## src/rtl/dt_pkg.sv

```systemverilog
package dt_pkg;
  typedef enum logic [1:0] {
    REG_PRE  = 2'd0,
    REG_TMR  = 2'd1,
    REG_CTL  = 2'd2,
    REG_NONE = 2'd3
  } reg_sel_e;

  typedef struct packed {
    logic [3:0] spare;
    logic       edge_fall;
    logic       pulse_en;
    logic       src_pre;
    logic       halt;
  } ctl_t;

  localparam logic [7:0] CTL_RESET = 8'h01;
  localparam int NUM_STAGES = 2;
  localparam int STG_PRE = 0;
  localparam int STG_TMR = 1;
endpackage

```

## src/rtl/dt_stage.sv

```systemverilog
module dt_stage #(
  parameter int CNT_W = 8,
  parameter logic [CNT_W-1:0] RST_VAL = '1
) (
  input  logic             clk,
  input  logic             rst_n,
  input  logic             tick,
  input  logic             load,
  input  logic             wr_latch,
  input  logic [CNT_W-1:0] wdata,
  output logic [CNT_W-1:0] cnt_o,
  output logic             uf_o,
  output logic             irq_o
);
  logic [CNT_W-1:0] latch_q;
  logic [CNT_W-1:0] cnt_q;
  logic             irq_q;
  logic             uf;

  function automatic logic [CNT_W-1:0] next_count(input logic [CNT_W-1:0] cur,
                                                  input logic [CNT_W-1:0] rl);
    if (cur == '0) next_count = rl;
    else           next_count = cur - 1'b1;
  endfunction

  assign uf = tick && (cnt_q == '0);

  always_ff @(posedge clk or negedge rst_n) begin
    if (!rst_n) begin
      latch_q <= RST_VAL;
      cnt_q   <= RST_VAL;
      irq_q   <= 1'b0;
    end else begin
      if (wr_latch) latch_q <= wdata;
      if (load)      cnt_q <= wdata;
      else if (tick) cnt_q <= next_count(cnt_q, latch_q);
      irq_q <= uf;
    end
  end

  assign cnt_o = cnt_q;
  assign uf_o  = uf;
  assign irq_o = irq_q;

  assert_reload_R4: assert property (@(posedge clk) disable iff (!rst_n)
    uf |=> cnt_q == $past(latch_q));
  assert_decrement_R4: assert property (@(posedge clk) disable iff (!rst_n)
    (tick && !load && cnt_q != '0) |=> cnt_q == $past(cnt_q) - 1'b1);
  assert_freeze_R7: assert property (@(posedge clk) disable iff (!rst_n)
    (!tick && !load) |=> $stable(cnt_q));
  assert_direct_load_R6: assert property (@(posedge clk) disable iff (!rst_n)
    load |=> cnt_q == $past(wdata));
  assert_irq_follows_R5: assert property (@(posedge clk) disable iff (!rst_n)
    uf |=> irq_o);
  assert_irq_quiet_R5: assert property (@(posedge clk) disable iff (!rst_n)
    !uf |=> !irq_o);
endmodule

```

## src/rtl/dt_edge.sv

```systemverilog
module dt_edge #(
  parameter int SYNC_STAGES = 2
) (
  input  logic clk,
  input  logic rst_n,
  input  logic pin,
  input  logic fall_sel,
  output logic irq_o
);
  logic [SYNC_STAGES-1:0] sync_q;
  logic                   prev_q;
  logic                   irq_q;
  logic                   rise_ev;
  logic                   fall_ev;

  always_ff @(posedge clk or negedge rst_n) begin
    if (!rst_n) sync_q[0] <= 1'b0;
    else        sync_q[0] <= pin;
  end

  for (genvar i = 1; i < SYNC_STAGES; i++) begin : g_sync
    always_ff @(posedge clk or negedge rst_n) begin
      if (!rst_n) sync_q[i] <= 1'b0;
      else        sync_q[i] <= sync_q[i-1];
    end
  end

  assign rise_ev = sync_q[SYNC_STAGES-1] && !prev_q;
  assign fall_ev = !sync_q[SYNC_STAGES-1] && prev_q;

  always_ff @(posedge clk or negedge rst_n) begin
    if (!rst_n) begin
      prev_q <= 1'b0;
      irq_q  <= 1'b0;
    end else begin
      prev_q <= sync_q[SYNC_STAGES-1];
      irq_q  <= fall_sel ? fall_ev : rise_ev;
    end
  end

  assign irq_o = irq_q;

  assert_single_pulse_R9: assert property (@(posedge clk) disable iff (!rst_n)
    irq_o |=> !irq_o);
  assert_rise_only_R9: assert property (@(posedge clk) disable iff (!rst_n)
    (!fall_sel && !rise_ev) |=> !irq_o);
endmodule

```

## src/rtl/dt_pulse.sv

```systemverilog
module dt_pulse (
  input  logic clk,
  input  logic rst_n,
  input  logic mode_en,
  input  logic mode_enter,
  input  logic uf,
  output logic pulse_o
);
  logic pulse_q;

  always_ff @(posedge clk or negedge rst_n) begin
    if (!rst_n)                pulse_q <= 1'b0;
    else if (mode_enter)       pulse_q <= 1'b0;
    else if (mode_en && uf)    pulse_q <= ~pulse_q;
  end

  assign pulse_o = pulse_q;

  assert_enter_clears_R8: assert property (@(posedge clk) disable iff (!rst_n)
    mode_enter |=> !pulse_o);
  assert_toggle_R8: assert property (@(posedge clk) disable iff (!rst_n)
    (mode_en && uf && !mode_enter) |=> pulse_o != $past(pulse_o));
  assert_hold_R8: assert property (@(posedge clk) disable iff (!rst_n)
    (!uf && !mode_enter) |=> $stable(pulse_o));
endmodule

```

## src/rtl/dt_regs.sv

```systemverilog
module dt_regs
  import dt_pkg::*;
#(
  parameter int DATA_W = 8,
  parameter int CNT_W  = 8
) (
  input  logic              clk,
  input  logic              rst_n,
  input  logic              wr_en,
  input  logic [1:0]        wr_addr,
  input  logic [DATA_W-1:0] wr_data,
  input  logic [1:0]        rd_addr,
  input  logic [CNT_W-1:0]  pre_cnt,
  input  logic [CNT_W-1:0]  tmr_cnt,
  output ctl_t              ctl_o,
  output logic              pre_wr,
  output logic              tmr_wr,
  output logic              pulse_enter,
  output logic [DATA_W-1:0] rd_data
);
  ctl_t ctl_q;
  ctl_t ctl_wr;
  logic ctl_wr_en;

  assign ctl_wr     = ctl_t'(wr_data[7:0]);
  assign pre_wr     = wr_en && (reg_sel_e'(wr_addr) == REG_PRE);
  assign tmr_wr     = wr_en && (reg_sel_e'(wr_addr) == REG_TMR);
  assign ctl_wr_en  = wr_en && (reg_sel_e'(wr_addr) == REG_CTL);
  assign pulse_enter = ctl_wr_en && ctl_wr.pulse_en && !ctl_q.pulse_en;

  always_ff @(posedge clk or negedge rst_n) begin
    if (!rst_n)         ctl_q <= ctl_t'(CTL_RESET);
    else if (ctl_wr_en) ctl_q <= ctl_wr;
  end

  always_comb begin
    unique case (reg_sel_e'(rd_addr))
      REG_PRE: rd_data = DATA_W'(pre_cnt);
      REG_TMR: rd_data = DATA_W'(tmr_cnt);
      REG_CTL: rd_data = DATA_W'(ctl_q);
      default: rd_data = '0;
    endcase
  end

  assign ctl_o = ctl_q;

  assert_ctl_write_R10: assert property (@(posedge clk) disable iff (!rst_n)
    ctl_wr_en |=> ctl_o == $past(ctl_wr));
  assert_ctl_hold_R10: assert property (@(posedge clk) disable iff (!rst_n)
    !ctl_wr_en |=> $stable(ctl_o));
endmodule

```

## src/rtl/dual_downtimer.sv

```systemverilog
module dual_downtimer
  import dt_pkg::*;
#(
  parameter int DATA_W      = 8,
  parameter int CNT_W       = 8,
  parameter int SYNC_STAGES = 2
) (
  input  logic              clk,
  input  logic              rst_n,
  input  logic              wr_en,
  input  logic [1:0]        wr_addr,
  input  logic [DATA_W-1:0] wr_data,
  input  logic [1:0]        rd_addr,
  output logic [DATA_W-1:0] rd_data,
  input  logic              ext_cnt_in,
  output logic              pre_irq,
  output logic              tmr_irq,
  output logic              edge_irq,
  output logic              pulse_out,
  output logic              pulse_oe
);
  ctl_t ctl;
  logic pre_wr, tmr_wr, pulse_enter;
  logic running;
  logic [NUM_STAGES-1:0] stg_tick;
  logic [NUM_STAGES-1:0] stg_load;
  logic [NUM_STAGES-1:0] stg_wr;
  logic [NUM_STAGES-1:0] stg_uf;
  logic [NUM_STAGES-1:0] stg_irq;
  logic [CNT_W-1:0]      stg_cnt [NUM_STAGES];

  dt_regs #(.DATA_W(DATA_W), .CNT_W(CNT_W)) u_regs (
    .clk(clk), .rst_n(rst_n), .wr_en(wr_en), .wr_addr(wr_addr), .wr_data(wr_data),
    .rd_addr(rd_addr), .pre_cnt(stg_cnt[STG_PRE]), .tmr_cnt(stg_cnt[STG_TMR]),
    .ctl_o(ctl), .pre_wr(pre_wr), .tmr_wr(tmr_wr), .pulse_enter(pulse_enter),
    .rd_data(rd_data)
  );

  assign running            = !ctl.halt;
  assign stg_wr[STG_PRE]    = pre_wr;
  assign stg_wr[STG_TMR]    = tmr_wr;
  assign stg_tick[STG_PRE]  = running;
  assign stg_tick[STG_TMR]  = running && (ctl.src_pre ? stg_uf[STG_PRE] : 1'b1);

  for (genvar s = 0; s < NUM_STAGES; s++) begin : g_stage
    assign stg_load[s] = stg_wr[s] && ctl.halt;
    dt_stage #(.CNT_W(CNT_W), .RST_VAL('1)) u_stage (
      .clk(clk), .rst_n(rst_n), .tick(stg_tick[s]), .load(stg_load[s]),
      .wr_latch(stg_wr[s]), .wdata(wr_data[CNT_W-1:0]),
      .cnt_o(stg_cnt[s]), .uf_o(stg_uf[s]), .irq_o(stg_irq[s])
    );
  end

  dt_pulse u_pulse (
    .clk(clk), .rst_n(rst_n), .mode_en(ctl.pulse_en), .mode_enter(pulse_enter),
    .uf(stg_uf[STG_TMR]), .pulse_o(pulse_out)
  );

  dt_edge #(.SYNC_STAGES(SYNC_STAGES)) u_edge (
    .clk(clk), .rst_n(rst_n), .pin(ext_cnt_in), .fall_sel(ctl.edge_fall),
    .irq_o(edge_irq)
  );

  assign pre_irq  = stg_irq[STG_PRE];
  assign tmr_irq  = stg_irq[STG_TMR];
  assign pulse_oe = ctl.pulse_en;

  assert_cascade_R3: assert property (@(posedge clk) disable iff (!rst_n)
    (ctl.src_pre && stg_uf[STG_TMR]) |-> stg_uf[STG_PRE]);
  assert_halt_no_irq_R7: assert property (@(posedge clk) disable iff (!rst_n)
    (ctl.halt && $past(ctl.halt)) |-> !(pre_irq || tmr_irq));
endmodule

```

## config.mk

```make
export PLATFORM = sky130hd
export DESIGN_NAME = dual_downtimer
export DESIGN_NICKNAME = d
export VERILOG_FILES = /design/src/rtl/dt_pkg.sv /design/src/rtl/dt_stage.sv /design/src/rtl/dt_edge.sv /design/src/rtl/dt_pulse.sv /design/src/rtl/dt_regs.sv /design/src/rtl/dual_downtimer.sv
export SDC_FILE = /design/constraint.sdc
export NUM_CORES = 1
export LEC_CHECK = 0
export BUFFER_PORTS_ARGS = -buffer_cell sky130_fd_sc_hd__buf_2
export CAP_MARGIN = 20
export CORE_ASPECT_RATIO = 1.1
export CORE_UTILIZATION = 28
export DETAILED_ROUTE_END_ITERATION = 12
export MAX_ROUTING_LAYER = met4
export PLACE_DENSITY = 0.4
export SKIP_LAST_GASP = 1
export SYNTH_ARGS = -nofsm -noshare
export SYNTH_HDL_FRONTEND = slang
export SYNTH_SLANG_ARGS = --single-unit
```

## constraint.sdc

```tcl
create_clock -name clk -period 4.79 [get_ports clk]
set_clock_uncertainty 0.05 [all_clocks]
set_input_delay 1.437 -clock clk [delete_from_list [all_inputs] [get_ports clk]]
set_output_delay 1.437 -clock clk [all_outputs]
set_load 0.02 [all_outputs]
```

==> results of run 1 <==
## logic make-up (layout without fill, tap and decap cells)
logic type / count (synthesis) / in the layout / synth area share
simple gates: 61 / 61 / 0.132
compound gates: 54 / 54 / 0.130
mux: 49 / 49 / 0.200
flops: 47 / 47 / 0.460
buf+inv: 22 / 48 / 0.0383
xor+xnor: 6 / 6 / 0.0199
fa+ha+maj: 4 / 4 / 0.0189
## placed cells by master, fill, tap and decap left out, drive strengths merged, types with 3 or more instances in the layout
cell type  netlist  routed
nor3             4       4
ha               4       4
nand3            3       3
o21ai           21      21
buf              5      32
inv              8       8
a31oi            4       4
clkbuf           9       6
nand2           22      22
nor2             6       6
nand3b           3       3
nor3b            4       4
xor2             4       4
mux2            32      32
dfrtp           14      14
mux2i           17      17
nor4             3       3
a21oi            8       8
dfstp           33      33
nor2b            3       3
o22ai            3       3
## layer usage
metal / global-route usage / share of wire / wire, um
met1: 0.185 / 0.45 / 2960
met4: 0.0509 / 0.016 / 108
met2: 0.233 / 0.51 / 3390
met3: 0.0212 / 0.023 / 152
met5: - / 0 / 0
## state kept, by name (all words and copies together) (netlist names)
name and flops:
g_stage.u_stage.irq_o 2, u_edge.irq_o 1, u_edge.sync_q 2, u_edge.prev_q 1, u_regs.ctl_o 8, g_stage.u_stage.latch_q 16, g_stage.u_stage.cnt_o 16, u_pulse.pulse_o 1
## worst paths after layout
| path | from | to | slack (ns) |
|---|---|---|---|
| max | rd_addr[1] | rd_data[4] | 0.76 |
| min | u_edge.sync_q[0] | u_edge.sync_q[1] | 0.31 |
| max reg2reg | g_stage[0].u_stage.cnt_o[0] | g_stage[0].u_stage.cnt_o[6] | 2.70 |
| min reg2reg | u_edge.sync_q[0] | u_edge.sync_q[1] | 0.31 |
| max in group asynchronous | rst_n | g_stage[0].u_stage.cnt_o[0] | 2.72 |
| min in group asynchronous | rst_n | g_stage[1].u_stage.irq_o | 1.19 |
## synth_stat cells (4+ instances only)
cell	instances	share of area
mux2i_1	17	0.064
dfrtp_1	14	0.13
mux2_2	32	0.14
o21ai_0	21	0.040
nand2_1	22	0.031
xor2_1	4	0.013
inv_1	8	0.011
nor2_1	6	0.0085
a31oi_1	4	0.0095
ha_1	4	0.019
clkbuf_1	9	0.013
dfstp_2	33	0.33
nor3_1	4	0.0076
a21oi_1	8	0.015
## cell type report
cell class / count / area (um2) / share of cell area
Timing Repair Buffer: 32 / 170 / 0.0571
Clock inverter: 2 / 17.5 / 0.00588
Sequential cell: 47 / 1220 / 0.409
Multi-Input combinational cell: 174 / 1330 / 0.446
Tap cell: 114 / 143 / 0.0479
Clock buffer: 6 / 72.6 / 0.0244
Inverter: 8 / 30.0 / 0.0101
## metrics by stage
| stage | setup WS [ns] | util | instances |
|---|---|---|---|
| 2_1_floorplan | 0.869 | - | 243 |
| 3_3_place_gp | 0.788 | 0.321 | 375 |
| 3_5_place_dp | 0.735 | 0.321 | 375 |
| 5_1_grt | 0.684 | 0.331 | 383 |
| 4_1_cts | 0.732 | 0.331 | 383 |
| 6_report | 0.759 | 0.331 | 383 |
## report_power, final
part           internal, mW  switching (mW)  total (mW)
clock network         0.105           0.144       0.249
logic                 0.271           0.280       0.551
registers             0.576           0.172       0.748
total                 0.951           0.597        1.55
==> metrics.csv, run 1 <==
stage,metric,value,unit
status,outcome,completed,
synth,number of synthesized flops with an enable pin,0,
route,post-DR vias/cell,5.03,
route,final WL,6610,um
worst_setup_path,WP depth,5,
synth,average size of a mapped cell,10.9,um2
clock_tree,clk root buf,clkbuf_8,
worst_setup_path,Slowest cell on crit path,nor2b_1,
clock_tree,htree depth,2,
power,Leak,1.24,nW
clock_tree,clock buffer depth,2,
timing,Worst Tran Pin Value,0.879,ns
clock_tree,hold_buf cts,0,
clock_tree,cts repair resizes,0,
floorplanning,core region area,9010,um2
grt,gr usage total,0.145,
place,hpwl dp,4770,um
floorplanning,# IOs,29,
worst_setup_path,WP buf/inv,2,
floorplanning,num rows,36,
floorplanning,initial core utilization,0.294,
worst_setup_path,crit-path max FO,9,
route,Vias,1927,
clock_tree,CTS tree,yes,
timing,hold_ws,0.309,ns
synth,synthesized flop and latch total,47,
timing,"Slew Viols, Final",0,
grt,first-pass GRT wire length,10600,um
finish,design area,2980,um2
synth,Yosys warnings,0,
finish,Area Overhead vs Synth,12.5,%
floorplanning,Die Height,104,um
worst_setup_path,critical path data required time,3.30,ns
timing,Period minus WS final,4.03,ns
finish,number of diodes,0,
timing,maximum clock frequency,248,MHz
route,antenna-violating nets left,0,
finish,# nets final,288,
worst_setup_path,startpoint types,input port,
route,DR WL/cell,17.3,um
finish,Fill cells,956,
grt,GRT Residual Overflow,0,
timing,# setup viols final,0,
worst_setup_path,critical-path cell list,"buf_2, nor2b_1, nand2_1, o21ai_0, buf_2",
power,Total Power,1.55,mW
clock_tree,Num CTS Buffers,5,
synth,ys flop type,dfstp_2,
clock_tree,worst-skew pair later-pin latency,0.30,ns
grt,number of global-route vias before repair,1936,
worst_hold_path,Hold Crit Class,reg -> reg,
route,drc violations,0,
clock_tree,clk sinks,47,
worst_setup_path,CP dominant cell by count,buf_2,
place,Area after DPL,2890,um2
worst_setup_path,Crit Path Class,in -> out,
grt,largest net degree at the start of global routing,38,
synth,ys async rst share,1.00,
timing,relative slew slack,0.414,
grt,initial antenna violation count,0,
timing,"Hold Violations, Final",0,
clock_tree,post-CTS setup buffer count,0,
job,Max Cap Viol,0,
worst_setup_path,CP Data Arrival Time,2.54,ns
worst_hold_path,Hold Path Stages,0,
timing,setup_tns,0,ns
synth,sequential fraction of the synthesis area,0.460,
synth,Mapped Area,2650,um2
worst_setup_path,Setup crit end kind,primary output,
worst_setup_path,"slowest stage delay, CP",0.42,ns
place,GPL Wtd Cong,0.826,
route,First DRT Iteration DRCs,42,
power,maximum vdd ir drop,0.000141,V
place,port bufs,28,
timing,period utilization,0.841,
worst_setup_path,Worst R2R Path Depth,6,
finish,layout cells sized above 1,0.413,
worst_setup_path,CP top delay family,simple AND/OR/NAND/NOR gates,
power,pwr dens,520,nW/um2
timing,RSZ-0062 raised after global routing,no,
route,Pre-Repair DR Iteration Count,4,
synth,Mapped Nets,263,
synth,Syn Inst Count,243,
floorplanning,die area,9840,um2
clock_tree,clock slew at reported path FFs,0.09,ns
floorplanning,Die Width,94.7,um
synth,synth unique cells,51,
No activity file was read; power rests on OpenSTA's default activity.
==> run 2: changes to the inputs <==
- clock period: 4.79 -> 4.06 ns (I/O delays scaled with it)
==> metrics.csv, run 2 (synthesis gave the netlist of run 1 again) <==
stage,metric,value,unit,change
clock_tree,post-CTS setup buffer count,0,,unchanged
timing,relative slew slack,0.387,,-0.0270
floorplanning,Die Height,104,um,unchanged
finish,number of diodes,0,,unchanged
timing,"Slew Viols, Final",0,,unchanged
place,port bufs,28,,unchanged
grt,GRT Residual Overflow,0,,unchanged
timing,RSZ-0062 raised after global routing,no,,
power,internal power,1.18,mW,+25%
grt,first-pass GRT wire length,11100,um,+4.7%
timing,setup_tns,0,ns,unchanged
clock_tree,htree depth,2,,unchanged
clock_tree,cts repair resizes,0,,unchanged
route,Pre-Repair DR Iteration Count,4,,unchanged
finish,layout cells sized above 1,0.419,,+0.00588
timing,"Hold Violations, Final",0,,unchanged
clock_tree,Num CTS Buffers,5,,unchanged
power,Reg power frac,0.467,,-0.016
grt,gr usage total,0.153,,+0.00749
place,GPL Wtd Cong,0.790,,-4.3%
clock_tree,clk sinks,47,,unchanged
route,DR WL/cell,17.5,um,+1.2%
timing,period utilization,0.830,,
floorplanning,num rows,36,,unchanged
finish,"leading cell type in the layout, fill and taps excluded",dfstp_2,,
finish,design area,3010,um2,+1.1%
power,Total Power,1.90,mW,+22%
worst_setup_path,critical path data required time,2.79,ns,-0.51 ns
clock_tree,worst-skew pair later-pin latency,0.30,ns,about the same
finish,"commonest non-fill, non-tap cells in the layout","dfstp_2 (33), mux2_2 (32), buf_2 (28)",,
grt,number of global-route vias before repair,1952,,+0.83%
finish,# nets final,289,,+0.35%
worst_hold_path,Hold Crit Class,reg -> reg,,
timing,Worst Tran Pin Value,0.919,ns,+0.0405 ns
power,switching power,0.711,mW,+19%
status,outcome,completed,,
power,maximum vdd ir drop,0.000165,V,+17%
floorplanning,die area,9840,um2,unchanged
finish,Fill cells,952,,-0.42%
clock_tree,clk root buf,clkbuf_8,,
timing,# setup viols final,0,,unchanged
grt,largest net degree at the start of global routing,39,,+2.6%
floorplanning,Die Width,94.7,um,unchanged
power,sw frac,0.375,,-0.0103
place,Area after DPL,2900,um2,+0.26%
clock_tree,clock slew at reported path FFs,0.10,ns,about the same
job,Max Cap Viol,0,,unchanged
floorplanning,# IOs,29,,unchanged
worst_setup_path,CP Data Arrival Time,2.10,ns,-0.44 ns
power,Combinational Power Share,0.344,,-0.012
floorplanning,initial core utilization,0.294,,unchanged
route,Vias,1964,,+1.9%
power,clock network fraction of total power,0.189,,+0.028
timing,maximum clock frequency,297,MHz,
clock_tree,CTS tree,yes,,
timing,Period minus WS final,3.37,ns,
power,pwr dens,630,nW/um2,+21%
power,Leak,1.26,nW,+1.2%
worst_setup_path,Setup crit end kind,primary output,,
finish,Area Overhead vs Synth,13.8,%,
clock_tree,clock buffer depth,2,,unchanged
timing,hold_ws,0.311,ns,+0.00261 ns
route,First DRT Iteration DRCs,49,,+17%
route,final WL,6710,um,+1.5%
route,antenna-violating nets left,0,,unchanged
worst_setup_path,crit-path max FO,9,,unchanged
route,post-DR vias/cell,5.11,,+1.7%
worst_setup_path,startpoint types,input port,,
route,drc violations,0,,unchanged
place,hpwl dp,4850,um,+1.6%
worst_setup_path,Crit Path Class,in -> out,,
grt,initial antenna violation count,0,,unchanged
floorplanning,core region area,9010,um2,unchanged
clock_tree,hold_buf cts,0,,unchanged
-- run 2: metrics by stage --
step           cells  worst slack [ns]   util
4_1_cts          384             0.659  0.334
3_3_place_gp     376             0.666  0.321
6_report         384             0.691  0.334
2_1_floorplan    243             0.577      -
3_5_place_dp     376             0.660  0.321
5_1_grt          384             0.605  0.334
-- run 2: final timing paths --
kind | from | to | slack, ns | cells past startpoint
max in group asynchronous | rst_n | g_stage[0].u_stage.cnt_o[0] | 2.19 | 2
min in group asynchronous | rst_n | u_regs.ctl_o[2] | 0.99 | 1
min | u_edge.sync_q[0] | u_edge.sync_q[1] | 0.31 | 0
min reg2reg | u_edge.sync_q[0] | u_edge.sync_q[1] | 0.31 | 0
max reg2reg | u_regs.ctl_o[0] | g_stage[1].u_stage.cnt_o[1] | 1.98 | 4
max | rd_addr[1] | rd_data[4] | 0.69 | 6
-- run 2: area by class of cell --
type                       instances  area (um2)  area share
clock buffer                       5        68.8      0.0229
multi-input combinational        174        1330       0.441
tap                              114         143      0.0474
sequential                        47        1220       0.404
timing repair buffer              33         178      0.0590
clock inverter                     3        46.3      0.0154
inverter                           8        30.0     0.00998
-- run 2: power groups by stage --
stage / clock (mW) / combinational (mW) / sequential, mW
final: 0.359 / 0.651 / 0.886
after global placement: 0 / 0.660 / 0.895
after detailed placement: 0 / 0.658 / 0.896
after global routing: 0.393 / 0.742 / 0.914
after CTS: 0.377 / 0.661 / 0.888
after floorplan: 0 / 0.548 / 0.793
-- run 2: worst max-delay path, cell delays in order --
cell	delay, ns
buf_2	0.18
nor2b_1	0.13
buf_4	0.15
nand2_1	0.05
o21ai_0	0.13
buf_2	0.23
-- run 2: layer usage --
metal / GRT usage / part of all wire / vias to the layer above
met5: - / 0 / -
met4: 0.0357 / 0.0072 / 0
met3: 0.0270 / 0.027 / 4
met2: 0.246 / 0.50 / 27
met1: 0.197 / 0.46 / 993
li1: - / - / 940
==> run 3: changes to the inputs <==
- ABC_AREA: default -> 1
- clock period: 4.06 -> 3.3 ns (I/O delays scaled with it)
==> metrics.csv, run 3 <==
stage,metric,value,unit,change
clock_tree,htree depth,2,,unchanged
finish,Final Non-Filler Cells,498,,+30%
worst_setup_path,RR Startpoint,g_stage[1].u_stage.cnt_o[0],,
synth,Yosys warnings,0,,unchanged
timing,maximum clock frequency,349,MHz,
route,drc violations,0,,unchanged
clock_tree,clock slew at reported path FFs,0.09,ns,about the same
worst_setup_path,Crit Path Class,in -> out,,
power,pwr dens,738,nW/um2,+17%
route,Pre-Repair DR Iteration Count,4,,unchanged
grt,GRT Residual Overflow,0,,unchanged
finish,fin util,0.341,,+0.00681
worst_setup_path,Worst R2R Path Depth,9,,+5
timing,period utilization,0.869,,
worst_setup_path,last element of the critical path,rd_data[0],,
timing,"Slew Viols, Final",0,,unchanged
timing,RSZ-0062 raised after global routing,no,,
place,placed instance count,490,,+30%
power,Leak,1.50,nW,+20%
worst_setup_path,CP Data Arrival Time,1.83,ns,-0.27 ns
timing,setup_tns,0,ns,unchanged
synth,average size of a mapped cell,7.60,um2,-30%
floorplanning,die area,9840,um2,unchanged
synth,number of synthesized flops with an enable pin,0,,unchanged
status,outcome,completed,,
finish,Area Overhead vs Synth,16.1,%,
place,GPL Wtd Cong,0.787,,-0.38%
worst_setup_path,Reg2Reg Setup Slack,1.42,ns,-0.56 ns
finish,Fill cells,996,,+4.6%
floorplanning,num rows,36,,unchanged
worst_setup_path,startpoint types,input port,,
place,hpwl dp,5650,um,+17%
place,Area after DPL,2940,um2,+1.5%
clock_tree,clk root buf,clkbuf_8,,
finish,footprint of the multi-input gates,1210,um2,-9.1%
timing,# setup viols final,0,,unchanged
worst_setup_path,Setup crit end kind,primary output,,
finish,# nets final,403,,+39%
floorplanning,Die Width,94.7,um,unchanged
clock_tree,hold_buf cts,0,,unchanged
finish,number of diodes,0,,unchanged
grt,first-pass GRT wire length,12300,um,+10%
grt,gr usage total,0.168,,+0.0154
finish,"commonest non-fill, non-tap cells in the layout","nand2_1 (115), inv_1 (45), nand3_1 (35)",,
clock_tree,clock buffer depth,2,,unchanged
clock_tree,Num CTS Buffers,5,,unchanged
power,maximum vdd ir drop,0.000212,V,+29%
route,post-DR vias/cell,4.71,,-8.0%
synth,top cell type's share of synthesized area,0.328,,unchanged
floorplanning,core region area,9010,um2,unchanged
synth,dominant cell by count in the synthesized netlist,nand2_1,,
worst_setup_path,crit path from,rd_addr[1],,
timing,relative slew slack,0.422,,+0.0344
synth,ys flop type,dfstp_2,,
worst_hold_path,Hold Crit Class,reg -> reg,,
job,Max Cap Viol,0,,unchanged
clock_tree,post-CTS setup buffer count,0,,unchanged
floorplanning,initial core utilization,0.294,,unchanged
floorplanning,Die Height,104,um,unchanged
synth,synthesized flop and latch total,47,,unchanged
synth,top cell type by total area after synthesis,dfstp_2,,
synth,synth unique cells,29,,-43%
clock_tree,worst-skew pair later-pin latency,0.30,ns,about the same
grt,largest net degree at the start of global routing,37,,-5.1%
grt,initial antenna violation count,0,,unchanged
route,First DRT Iteration DRCs,77,,+57%
worst_setup_path,crit-path max FO,8,,-1
place,DP Worst Slack,0.455,ns,-0.204 ns
synth,sequential fraction of the synthesis area,0.460,,unchanged
route,DR WL/cell,15.0,um,-14%
grt,number of global-route vias before repair,2305,,+18%
worst_setup_path,critical path data required time,2.26,ns,-0.53 ns
synth,Mapped Nets,368,,+40%
clock_tree,clk sinks,47,,unchanged
timing,hold_ws,0.317,ns,+0.00537 ns
timing,Period minus WS final,2.87,ns,
synth,ys async rst share,1.00,,unchanged
floorplanning,# IOs,29,,unchanged
synth,ranking of synthesized cells by area,"dfstp_2 (33%), nand2_1 (16%), dfrtp_1 (13%)",,
route,Vias,2344,,+19%
timing,"Hold Violations, Final",0,,unchanged
synth,Synth top cells by count,"nand2_1 (115), inv_1 (45), nand3_1 (35), dfstp_2 (33), o21ai_0 (29)",,
timing,worst setup margin,0.431,ns,-0.260 ns
finish,"leading cell type in the layout, fill and taps excluded",nand2_1,,
power,Total Power,2.27,mW,+19%
worst_setup_path,reg-to-reg endpoint,g_stage[1].u_stage.cnt_o[5],,
route,antenna-violating nets left,0,,unchanged
place,port bufs,28,,unchanged
finish,register area,1220,um2,unchanged
clock_tree,CTS tree,yes,,
route,final WL,7480,um,+11%
synth,Syn Inst Count,348,,+43%
finish,design area,3070,um2,+2.0%
clock_tree,cts repair resizes,0,,unchanged
timing,Worst Tran Pin Value,0.868,ns,-0.0516 ns
finish,layout cells sized above 1,0.253,,-0.166
synth,Mapped Area,2650,um2,unchanged
[run 3: cell types whose count changed in the layout (fill, tap and decap cells not counted), sizes merged, moves of 4 or more]
cell    change
a21oi       -4
a31oi       -4
inv        +41
mux2       -32
mux2i      -17
nand2      +97
nand3      +34
nor2       +22
nor3b       -4
o211ai      +6
o21ai      +12
[run 3: worst min path at each step]
| stage | from | endpoint | slack (ns) | cells after the start |
|---|---|---|---|---|
| after floorplan | u_edge.sync_q[0] | u_edge.sync_q[1] | 0.28 | 0 |
| after global placement | u_edge.sync_q[0] | u_edge.sync_q[1] | 0.29 | 0 |
| after detailed placement | u_edge.sync_q[0] | u_edge.sync_q[1] | 0.29 | 0 |
| after CTS | u_edge.sync_q[0] | u_edge.sync_q[1] | 0.32 | 0 |
| after global routing | u_edge.sync_q[0] | u_edge.sync_q[1] | 0.33 | 0 |
| final | u_edge.sync_q[0] | u_edge.sync_q[1] | 0.32 | 0 |
[run 3: critical path, stage by stage]
cell and delay, ns:
buf_2 0.10, inv_1 0.06, nand2_1 0.21, o211ai_1 0.26
buf_2 0.20
[run 3: where the power goes]
group	switching (mW)	leakage (nW)	total (mW)	internal (mW)
Combinational	0.495	0.918	0.779	0.284
Sequential	0.160	0.521	0.978	0.818
Clock	0.206	0.0654	0.509	0.303
[run 3: logic make-up (layout without fill, tap and decap cells)]
family / Yosys count / in the layout / share of synthesized area
AND/OR/NAND/NOR: 188 / 188 / 0.319
buffers and inverters: 56 / 92 / 0.0842
AO/OA/AOI/OAI: 49 / 49 / 0.105
flip-flops: 47 / 47 / 0.460
adder cells (fa/ha/maj): 4 / 4 / 0.0189
XOR/XNOR: 4 / 4 / 0.0132
[run 3: cell type report]
type,instances,area share
clock inverter,2,0.0196
multi-input combinational,245,0.393
clock buffer,6,0.0236
timing repair buffer,34,0.0603
tap,114,0.0464
inverter,50,0.0611
sequential,47,0.396
[run 3: layer usage]
metal,wire (um),GRT usage,share of wire,vias up
met5,0,-,0,-
met4,124,0.0465,0.017,0
li1,-,-,-,1175
met1,3910,0.242,0.52,1117
met2,3230,0.243,0.43,45
met3,213,0.0256,0.028,7
